`config.mk`:
```
export PLATFORM = sky130hd
export DESIGN_NAME = seccode_gate
export DESIGN_NICKNAME = d
export VERILOG_FILES = /design/src/rtl/seccode_pkg.sv /design/src/rtl/seccode_dp.sv /design/src/rtl/seccode_ctrl.sv /design/src/rtl/seccode_gate.sv
export SDC_FILE = /design/constraint.sdc
export NUM_CORES = 1
export LEC_CHECK = 0
export BUFFER_PORTS_ARGS = -buffer_cell sky130_fd_sc_hd__buf_2
export CORE_MARGIN = 2
export CORE_UTILIZATION = 39
export DETAILED_ROUTE_END_ITERATION = 8
export PLACE_DENSITY = 0.92
export SLEW_MARGIN = 20
export SYNTH_ARGS = -nofsm -noshare
export SYNTH_HDL_FRONTEND = slang
export SYNTH_SLANG_ARGS = --single-unit
export TNS_END_PERCENT = 100
```
`constraint.sdc`:
```
create_clock -name clk -period 2.5 [get_ports clk]
set_input_delay 0.5 -clock clk [delete_from_list [all_inputs] [get_ports clk]]
set_output_delay 0.5 -clock clk [all_outputs]
set_load 0.02 [all_outputs]
```
`src/rtl/seccode_pkg.sv`:
```
package seccode_pkg;
  typedef enum logic [1:0] {
    OP_READ    = 2'b00,
    OP_UPDATE  = 2'b01,
    OP_COMPARE = 2'b10,
    OP_PROTECT = 2'b11
  } cmd_op_e;

  typedef enum logic [1:0] {
    PH_IDLE     = 2'b00,
    PH_ARMED    = 2'b01,
    PH_FIRST_OK = 2'b10
  } phase_e;

  // datapath to control: decoded facts about the current command
  typedef struct packed {
    logic atCounter;
    logic atCode1;
    logic atCode2;
    logic byteMatch;
    logic ecSpendOk;
  } dp_flags_t;

  // control to datapath: strobes
  typedef struct packed {
    logic grant;
  } ctrl_strobe_t;
endpackage

```
`src/rtl/seccode_dp.sv`:
```
module seccode_dp
  import seccode_pkg::*;
#(
  parameter int ADDR_W = 10,
  parameter int DATA_W = 8
) (
  input  logic              clk,
  input  logic              rstN,
  input  logic [ADDR_W-1:0] cmdAddr,
  input  logic [DATA_W-1:0] cmdData,
  input  logic [DATA_W-1:0] memData,
  input  logic [ADDR_W-1:0] rdAddr,
  input  logic [DATA_W-1:0] rdRaw,
  output logic [DATA_W-1:0] rdData,
  output dp_flags_t         flags,
  input  ctrl_strobe_t      strobe,
  input  logic              unlocked,
  output logic              wrGrant
);
  localparam int unsigned TOP_ADDR = (1 << ADDR_W) - 1;
  localparam logic [ADDR_W-1:0] CODE2_ADDR = ADDR_W'(TOP_ADDR);
  localparam logic [ADDR_W-1:0] CODE1_ADDR = ADDR_W'(TOP_ADDR - 1);
  localparam logic [ADDR_W-1:0] EC_ADDR    = ADDR_W'(TOP_ADDR - 2);

  logic setsBits;
  logic clearsBits;
  logic rdIsCode;

  always_comb begin
    setsBits        = |(~memData & cmdData);
    clearsBits      = |(memData & ~cmdData);
    flags.atCounter = (cmdAddr == EC_ADDR);
    flags.atCode1   = (cmdAddr == CODE1_ADDR);
    flags.atCode2   = (cmdAddr == CODE2_ADDR);
    flags.byteMatch = (cmdData == memData);
    flags.ecSpendOk = (|memData) && !setsBits && clearsBits;
  end

  always_comb begin
    rdIsCode = (rdAddr == CODE1_ADDR) || (rdAddr == CODE2_ADDR);
    rdData   = rdIsCode ? '0 : rdRaw;
  end

  always_ff @(posedge clk or negedge rstN) begin
    if (!rstN) wrGrant <= 1'b0;
    else       wrGrant <= strobe.grant;
  end

  // a grant while locked can only follow a command aimed at the counter
  assert_locked_grant_only_counter_R3: assert property (@(posedge clk) disable iff (!rstN)
    wrGrant |-> ($past(unlocked) || $past(flags.atCounter)));
endmodule

```
`src/rtl/seccode_ctrl.sv`:
```
module seccode_ctrl
  import seccode_pkg::*;
(
  input  logic         clk,
  input  logic         rstN,
  input  logic         cmdValid,
  input  logic [1:0]   cmdOp,
  input  dp_flags_t    flags,
  input  logic         procDone,
  input  logic         rstRise,
  output ctrl_strobe_t strobe,
  output logic         unlocked,
  output logic         ioLevel
);
  phase_e phase, phaseNext;
  logic   unlockNext;
  logic   isWrite;
  logic   isCompare;

  always_comb begin
    isWrite   = cmdValid && ((cmdOp == OP_UPDATE) || (cmdOp == OP_PROTECT));
    isCompare = cmdValid && (cmdOp == OP_COMPARE);
    strobe.grant = isWrite &&
      (unlocked || ((cmdOp == OP_UPDATE) && flags.atCounter && flags.ecSpendOk));
  end

  always_comb begin
    phaseNext  = phase;
    unlockNext = unlocked;
    if (cmdValid && !unlocked) begin
      if (strobe.grant && flags.atCounter) begin
        phaseNext = PH_ARMED;
      end else if (isCompare && flags.atCode1) begin
        phaseNext = (phase == PH_ARMED && flags.byteMatch) ? PH_FIRST_OK : PH_IDLE;
      end else if (isCompare && flags.atCode2) begin
        phaseNext = PH_IDLE;
        if (phase == PH_FIRST_OK && flags.byteMatch) unlockNext = 1'b1;
      end
    end
  end

  always_ff @(posedge clk or negedge rstN) begin
    if (!rstN) begin
      phase    <= PH_IDLE;
      unlocked <= 1'b0;
      ioLevel  <= 1'b1;
    end else begin
      phase    <= phaseNext;
      unlocked <= unlockNext;
      if (rstRise)       ioLevel <= 1'b1;
      else if (procDone) ioLevel <= 1'b0;
    end
  end

  assert_unlock_sticky_R10: assert property (@(posedge clk) disable iff (!rstN)
    unlocked |=> unlocked);

  assert_unlock_after_first_R6: assert property (@(posedge clk) disable iff (!rstN)
    $rose(unlocked) |-> ($past(phase) == PH_FIRST_OK));

  assert_first_from_armed_R7: assert property (@(posedge clk) disable iff (!rstN)
    (phase == PH_FIRST_OK && $past(phase) != PH_FIRST_OK) |-> ($past(phase) == PH_ARMED));

  assert_io_rise_R12: assert property (@(posedge clk) disable iff (!rstN)
    $rose(ioLevel) |-> $past(rstRise));

  assert_io_fall_R12: assert property (@(posedge clk) disable iff (!rstN)
    $fell(ioLevel) |-> $past(procDone));
endmodule

```
`src/rtl/seccode_gate.sv`:
```
module seccode_gate
  import seccode_pkg::*;
#(
  parameter int ADDR_W = 10,
  parameter int DATA_W = 8
) (
  input  logic              clk,
  input  logic              rstN,
  input  logic              cmdValid,
  input  logic [1:0]        cmdOp,
  input  logic [ADDR_W-1:0] cmdAddr,
  input  logic [DATA_W-1:0] cmdData,
  input  logic [DATA_W-1:0] memData,
  input  logic [ADDR_W-1:0] rdAddr,
  input  logic [DATA_W-1:0] rdRaw,
  output logic [DATA_W-1:0] rdData,
  input  logic              procDone,
  input  logic              rstRise,
  output logic              wrGrant,
  output logic              unlocked,
  output logic              ioLevel
);
  dp_flags_t    flags;
  ctrl_strobe_t strobe;

  seccode_dp #(.ADDR_W(ADDR_W), .DATA_W(DATA_W)) u_dp (
    .clk(clk), .rstN(rstN), .cmdAddr(cmdAddr), .cmdData(cmdData),
    .memData(memData), .rdAddr(rdAddr), .rdRaw(rdRaw), .rdData(rdData),
    .flags(flags), .strobe(strobe), .unlocked(unlocked), .wrGrant(wrGrant)
  );

  seccode_ctrl u_ctrl (
    .clk(clk), .rstN(rstN), .cmdValid(cmdValid), .cmdOp(cmdOp),
    .flags(flags), .procDone(procDone), .rstRise(rstRise),
    .strobe(strobe), .unlocked(unlocked), .ioLevel(ioLevel)
  );
endmodule

```
==> key figures, run 1 <==
Worst setup path
  – RR Startpoint: u_ctrl.unlocked
  – R2r setup slk: 1.28 ns
  – WS Path Type: input pin to flop
  – Req. time, crit path: 2.62 ns
  – CP Capture Type: flop
  – R2r endpoint: u_ctrl.phase[1]
  – Worst setup SP type: input pin
  – Reg2reg path depth: 4
  – Critical-path maximum fanout: 3
  – Arr. time, crit path: 2.06 ns

Power
  – Peak VDD IR: 120 µV
  – Cell Pwr Density: 275 nW/µm²
  – Design Power: 0.000285 W
  – Leak: 0.644 nW

Clock network
  – CTS Sinks: 5
  – PostCTS Resize Cnt: 0
  – Hold Buf Count CTS: 0
  – Clock Latency Late Sink: 0.25 ns
  – CTS root buf: clkbuf_4
  – CTS max path bufs: 2
  – Cts bufs inserted: 3
  – Reg clk slew, reported paths: 0.05 ns
  – Post-CTS setup buffer count: 0
  – H-tree lvl count: 1
  – CTS tree: done

STA
  – Final hold violation count: 0
  – Endpoints failing setup: 0
  – Maximum clock rate: 515 MHz
  – Max-slew violation count: 0
  – Final min period: 1.94 ns
  – Final Cycle Share: 0.777
  – Worst Max-Slew Pin Slew: 0.382 ns
  – Layout Skew: 0.00622 ns
  – RSZ-0062 raised after global routing: false
  – Setup TNS Final: 0 ns
  – Slew headroom: 0.743

Layout
  – Area Overhead vs Synth: 52.2%
  – FILL cells: 168
  – Nets: 216
  – Share of layout cells above drive strength 1: 0.459
  – Antenna Cells: 0

Global route
  – Initial antenna violation count: 0
  – First-pass GRT wire length: 3010 µm
  – Vias in the first global route: 813
  – Total gr overflow: 0
  – Largest net degree at the start of global routing: 9
  – Total GRT Usage: 0.199

Logic synthesis
  – Net Count, Synth: 150
  – Register area share after synthesis: 0.186
  – Avg Inst Size Synth: 8.20 µm²
  – Post-synth EDFFs: 0
  – Top cells by area, synth: ha_1 (29%), dfrtp_1 (15%), inv_1 (9.9%)
  – Mapped Area: 681 µm²
  – Leading area contributor after synthesis: ha_1
  – Top-count cell post-synth: inv_1
  – Synth unique cells: 24
  – Main synth FF type: dfrtp_1
  – Top post-synthesis cells by count: inv_1 (18), ha_1 (16), nor2b_1 (8), nor4_1 (6)
  – Yosys warns: 0
  – Yosys reg bits: 5
  – Top-area cell type share of the netlist area: 0.294
  – FFs w/ async S/R, synth: 1.00
  – Synth Instances: 83

Die
  – Die area: 2100 µm²
  – Core Rows: 15
  – Die height: 45.8 µm
  – Ports: 62
  – Die width: 45.8 µm
  – Initial Utilization: 0.403
  – CORE AREA: 1690 µm²

Route
  – TritonRoute pass-1 iters: 4
  – Antenna-violating nets left: 0
  – DR iter-0 viols: 11
  – Vias/cell: 5.10
  – Vias post-DR: 842
  – Total wire length: 1920 µm
  – DR DRC count: 0
  – Drt wl/cell: 11.6 µm

Status
  – Status: complete, no violations

Job
  – # Max-Cap Violations: 0

Hold path
  – Worst Hold Class: input pin to asynchronous set/reset pin

Placed design
  – RD Place Congestion: 0.882
  – IO Port Bufs: 60
  – Post-DP HPWL: 1790 µm
-- power by group --
group | switching (W) | internal [W] | total [W]
registers | 0.000000589 | 0.0000840 | 0.0000846
logic | 0.0000535 | 0.0000521 | 0.000106
clock network | 0.0000347 | 0.0000604 | 0.0000951
-- layout by cell type, fill, tap and decap left out, drive strengths merged --
| cell | synthesis | routed |
|---|---|---|
| dfrtp | 4 | 4 |
| and4b | 1 | 1 |
| and3 | 1 | 1 |
| nor2 | 2 | 2 |
| dfstp | 1 | 1 |
| o21ai | 1 | 1 |
| nor4 | 6 | 6 |
| nand3b | 1 | 1 |
| nand3 | 3 | 3 |
| nor4b | 1 | 1 |
| nor3 | 2 | 2 |
| clkbuf | 0 | 4 |
| nand4b | 1 | 1 |
| a21o | 1 | 1 |
| mux2 | 1 | 1 |
| nor2b | 8 | 8 |
| nand2 | 5 | 5 |
| inv | 18 | 18 |
| nand4 | 6 | 6 |
| a21oi | 1 | 1 |
| nor3b | 1 | 1 |
| o31ai | 2 | 2 |
| buf | 0 | 61 |
| ha | 16 | 16 |
-- per-stage QoR --
stage	instance area [µm²]	worst slack (ns)	std cells	hold slack (ns)	utilization
5_1_grt	1040	0.427	165	0.0486	0.613
3_5_place_dp	1010	0.308	161	0.318	0.598
2_1_floorplan	681	0.605	83	0.204	-
6_report	1040	0.557	165	0.0538	0.613
3_3_place_gp	1010	0.361	161	0.313	0.598
4_1_cts	1040	0.562	165	0.0542	0.613
-- how the worst max path moves through the flow --
stage / slack (ns) / start / endpoint
2_1_floorplan: 0.61 / memData[1] / u_ctrl.phase[1]
3_3_place_gp: 0.36 / memData[1] / u_ctrl.phase[1]
3_5_place_dp: 0.31 / memData[0] / u_ctrl.phase[1]
4_1_cts: 0.56 / memData[1] / u_ctrl.phase[1]
5_1_grt: 0.43 / memData[5] / u_ctrl.phase[1]
6_report: 0.56 / memData[1] / u_ctrl.phase[1]
-- layer usage --
metal  track usage  wire length (µm)  share of wire  up-vias
met5             0                 0              0        -
met4        0.0971                21          0.011        0
met3        0.0198               156          0.081        2
met2         0.420              1080           0.56       51
met1         0.179               662           0.34      375
li1              -                 -              -      414
-- state kept, by name, indices dropped and copies added, names as in the netlist --
register,cells
u_ctrl.phase,2
u_ctrl.ioLevel,1
u_ctrl.unlocked,1
u_dp.wrGrant,1
-- critical path: stages --
cell and delay, ns:
buf_2 0.11, inv_1 0.04, ha_1 0.17, nor4_1 0.29, and4b_1 0.24, nand4_2 0.13
o31ai_2 0.22, mux2_1 0.35
-- kinds of logic (layout without fill, tap and decap cells) --
kind of cell    count (synthesis)  count (layout)  synth area share
compound gates                  5               5            0.0551
fa+ha+maj                      16              16             0.294
buf+inv                        18              83            0.0993
flops                           5               5             0.186
mux                             1               1            0.0165
simple gates                   38              38             0.349
-- final cells by class --
type | count | area [µm²] | share of cell area
Inverter | 18 | 67.6 | 0.0652
Multi-Input combinational cell | 60 | 487 | 0.470
Sequential cell | 5 | 126 | 0.122
Clock buffer | 4 | 26.3 | 0.0254
Tap cell | 17 | 21.3 | 0.0205
Timing Repair Buffer | 61 | 308 | 0.297
(Power assumes the default switching activity.)
==> run 2: changes to the inputs <==
--- a/config.mk
+++ b/config.mk
@@ -7,9 +7,9 @@
 export LEC_CHECK = 0
 export BUFFER_PORTS_ARGS = -buffer_cell sky130_fd_sc_hd__buf_2
 export CORE_MARGIN = 2
-export CORE_UTILIZATION = 39
+export CORE_UTILIZATION = 36
 export DETAILED_ROUTE_END_ITERATION = 8
-export PLACE_DENSITY = 0.92
+export PLACE_DENSITY = 0.86
 export SLEW_MARGIN = 20
 export SYNTH_ARGS = -nofsm -noshare
 export SYNTH_HDL_FRONTEND = slang
==> constraint.sdc (replaced) <==
create_clock -name clk -period 2 [get_ports clk]
set_input_delay 0.4 -clock clk [delete_from_list [all_inputs] [get_ports clk]]
set_output_delay 0.4 -clock clk [all_outputs]
set_load 0.02 [all_outputs]
==> key figures, run 2 (synthesis results as in run 1) <==
Status
  – Status: complete, no violations

STA
  – Final Cycle Share: 0.930
  – Layout Skew: 0.00327 ns
  – Max-slew violation count: 0
  – Endpoints failing setup: 0
  – Maximum clock rate: 538 MHz
  – Worst Max-Slew Pin Slew: 0.333 ns
  – Final min period: 1.86 ns
  – Slew headroom: 0.776
  – RSZ-0062 raised after global routing: false
  – Hold_ws: 0.336 ns
  – Final hold violation count: 0

Route
  – TritonRoute pass-1 iters: 4
  – Total wire length: 1980 µm
  – Vias/cell: 4.78
  – Vias post-DR: 860
  – Drt wl/cell: 11.0 µm
  – Antenna-violating nets left: 0
  – DR iter-0 viols: 9
  – DR DRC count: 0

Power
  – Leak: 0.676 nW
  – Peak VDD IR: 170 µV
  – Cell Pwr Density: 330 nW/µm²

Layout
  – Antenna Cells: 0
  – Nets: 223
  – Final Non-Filler Cells: 180
  – Most frequent cells in the layout: buf_2 (60), inv_1 (18), ha_1 (16)
  – Multi-input gate area: 487 µm²
  – Biggest register: u_ctrl.phase
  – Share of layout cells above drive strength 1: 0.477
  – Max reg flops: 2
  – Flip-flop and latch area: 126 µm²
  – Commonest non-fill, non-tap cell in the layout: buf_2
  – Area Overhead vs Synth: 61.8%
  – FILL cells: 160

Global route
  – Initial antenna violation count: 0
  – Vias in the first global route: 787
  – Total gr overflow: 0
  – First-pass GRT wire length: 3130 µm
  – Largest net degree at the start of global routing: 9
  – Total GRT Usage: 0.192

Worst setup path
  – WS Path Type: input pin to flop
  – Req. time, crit path: 2.12 ns
  – Slowest cell on the critical path: nor4_1
  – R2r setup slk: 0.75 ns
  – CP max stage delay: 0.35 ns
  – CP Capture Type: flop
  – Worst setup SP type: input pin
  – CP Cell Sequence: buf_2 > inv_1 > ha_1 > nor4_1 > and4b_1 > nand4_2 > o31ai_2 > mux2_1
  – Arr. time, crit path: 1.98 ns
  – Critical-path maximum fanout: 2

Clock network
  – Cts bufs inserted: 3
  – CTS Sinks: 5
  – CTS max path bufs: 2
  – Clock Latency Late Sink: 0.24 ns
  – CTS tree: done
  – H-tree lvl count: 1
  – CTS root buf: clkbuf_4
  – PostCTS Resize Cnt: 0
  – Reg clk slew, reported paths: 0.05 ns

Placed design
  – Post-placement cell count: 175
  – RD Place Congestion: 0.809
  – Post-DP HPWL: 1800 µm
  – IO Port Bufs: 60

Die
  – Initial Utilization: 0.390
  – Die width: 47.5 µm
  – Die height: 47.5 µm
  – CORE AREA: 1750 µm²
  – Ports: 62
  – Die area: 2250 µm²
  – Core Rows: 15

Hold path
  – Worst Hold Class: input pin to flop

Job
  – # Max-Cap Violations: 0
[run 2: metrics by stage]
step                      TNS, ns   util  total power [W]  worst slack (ns)  cell area (µm²)
final                           0  0.631         0.000364             0.140             1100
after global routing            0  0.631         0.000387            0.0355             1100
after CTS                       0  0.631         0.000366             0.149             1100
after detailed placement   -0.109  0.610         0.000246            -0.109             1060
after global placement    -0.0489  0.610         0.000241           -0.0489             1060
after floorplan                 0      -         0.000162             0.205              681
[run 2: path summary, 6_finish.rpt]
kind	start	endpoint	depth (start not counted)
worst min-delay path	rstRise	u_ctrl.ioLevel	2
worst min register to register	u_ctrl.ioLevel	u_ctrl.ioLevel	1
min in group asynchronous	rstN	u_ctrl.phase[0]	2
worst max-delay path	memData[1]	u_ctrl.phase[1]	8
max in group asynchronous	rstN	u_ctrl.ioLevel	2
worst max register to register	u_ctrl.unlocked	u_ctrl.phase[1]	4
[run 2: area by class of cell]
cell class	instances	share of cell area
well taps	25	0.0284
flip-flops and latches	5	0.115
clock buffers	4	0.0239
multi-input cells	60	0.442
inverters	18	0.0614
repair buffers	68	0.330
[run 2: worst max-delay path: cells and delay by family]
kind / cells / cell delay (ns)
compound gates: 1 / 0.20
fa+ha+maj: 1 / 0.16
buf+inv: 2 / 0.13
mux: 1 / 0.35
simple gates: 3 / 0.73
[run 2: what timing repair did]
item,4_1_cts,5_1_grt
endpoints found under the hold margin,4,0
hold buffers,1,0
buffers inserted,0,0
[run 2: metal layers]
layer | global-route usage | part of all wire
met4 | 0.0333 | 0
met3 | 0.0226 | 0.056
met1 | 0.242 | 0.41
met5 | 0 | 0
met2 | 0.351 | 0.53
[run 2: where the power goes]
| part | switching, W | internal, W | total, W |
|---|---|---|---|
| Combinational | 0.0000678 | 0.0000722 | 0.000140 |
| Clock | 0.0000424 | 0.0000755 | 0.000118 |
| Sequential | 0.000000702 | 0.000105 | 0.000106 |
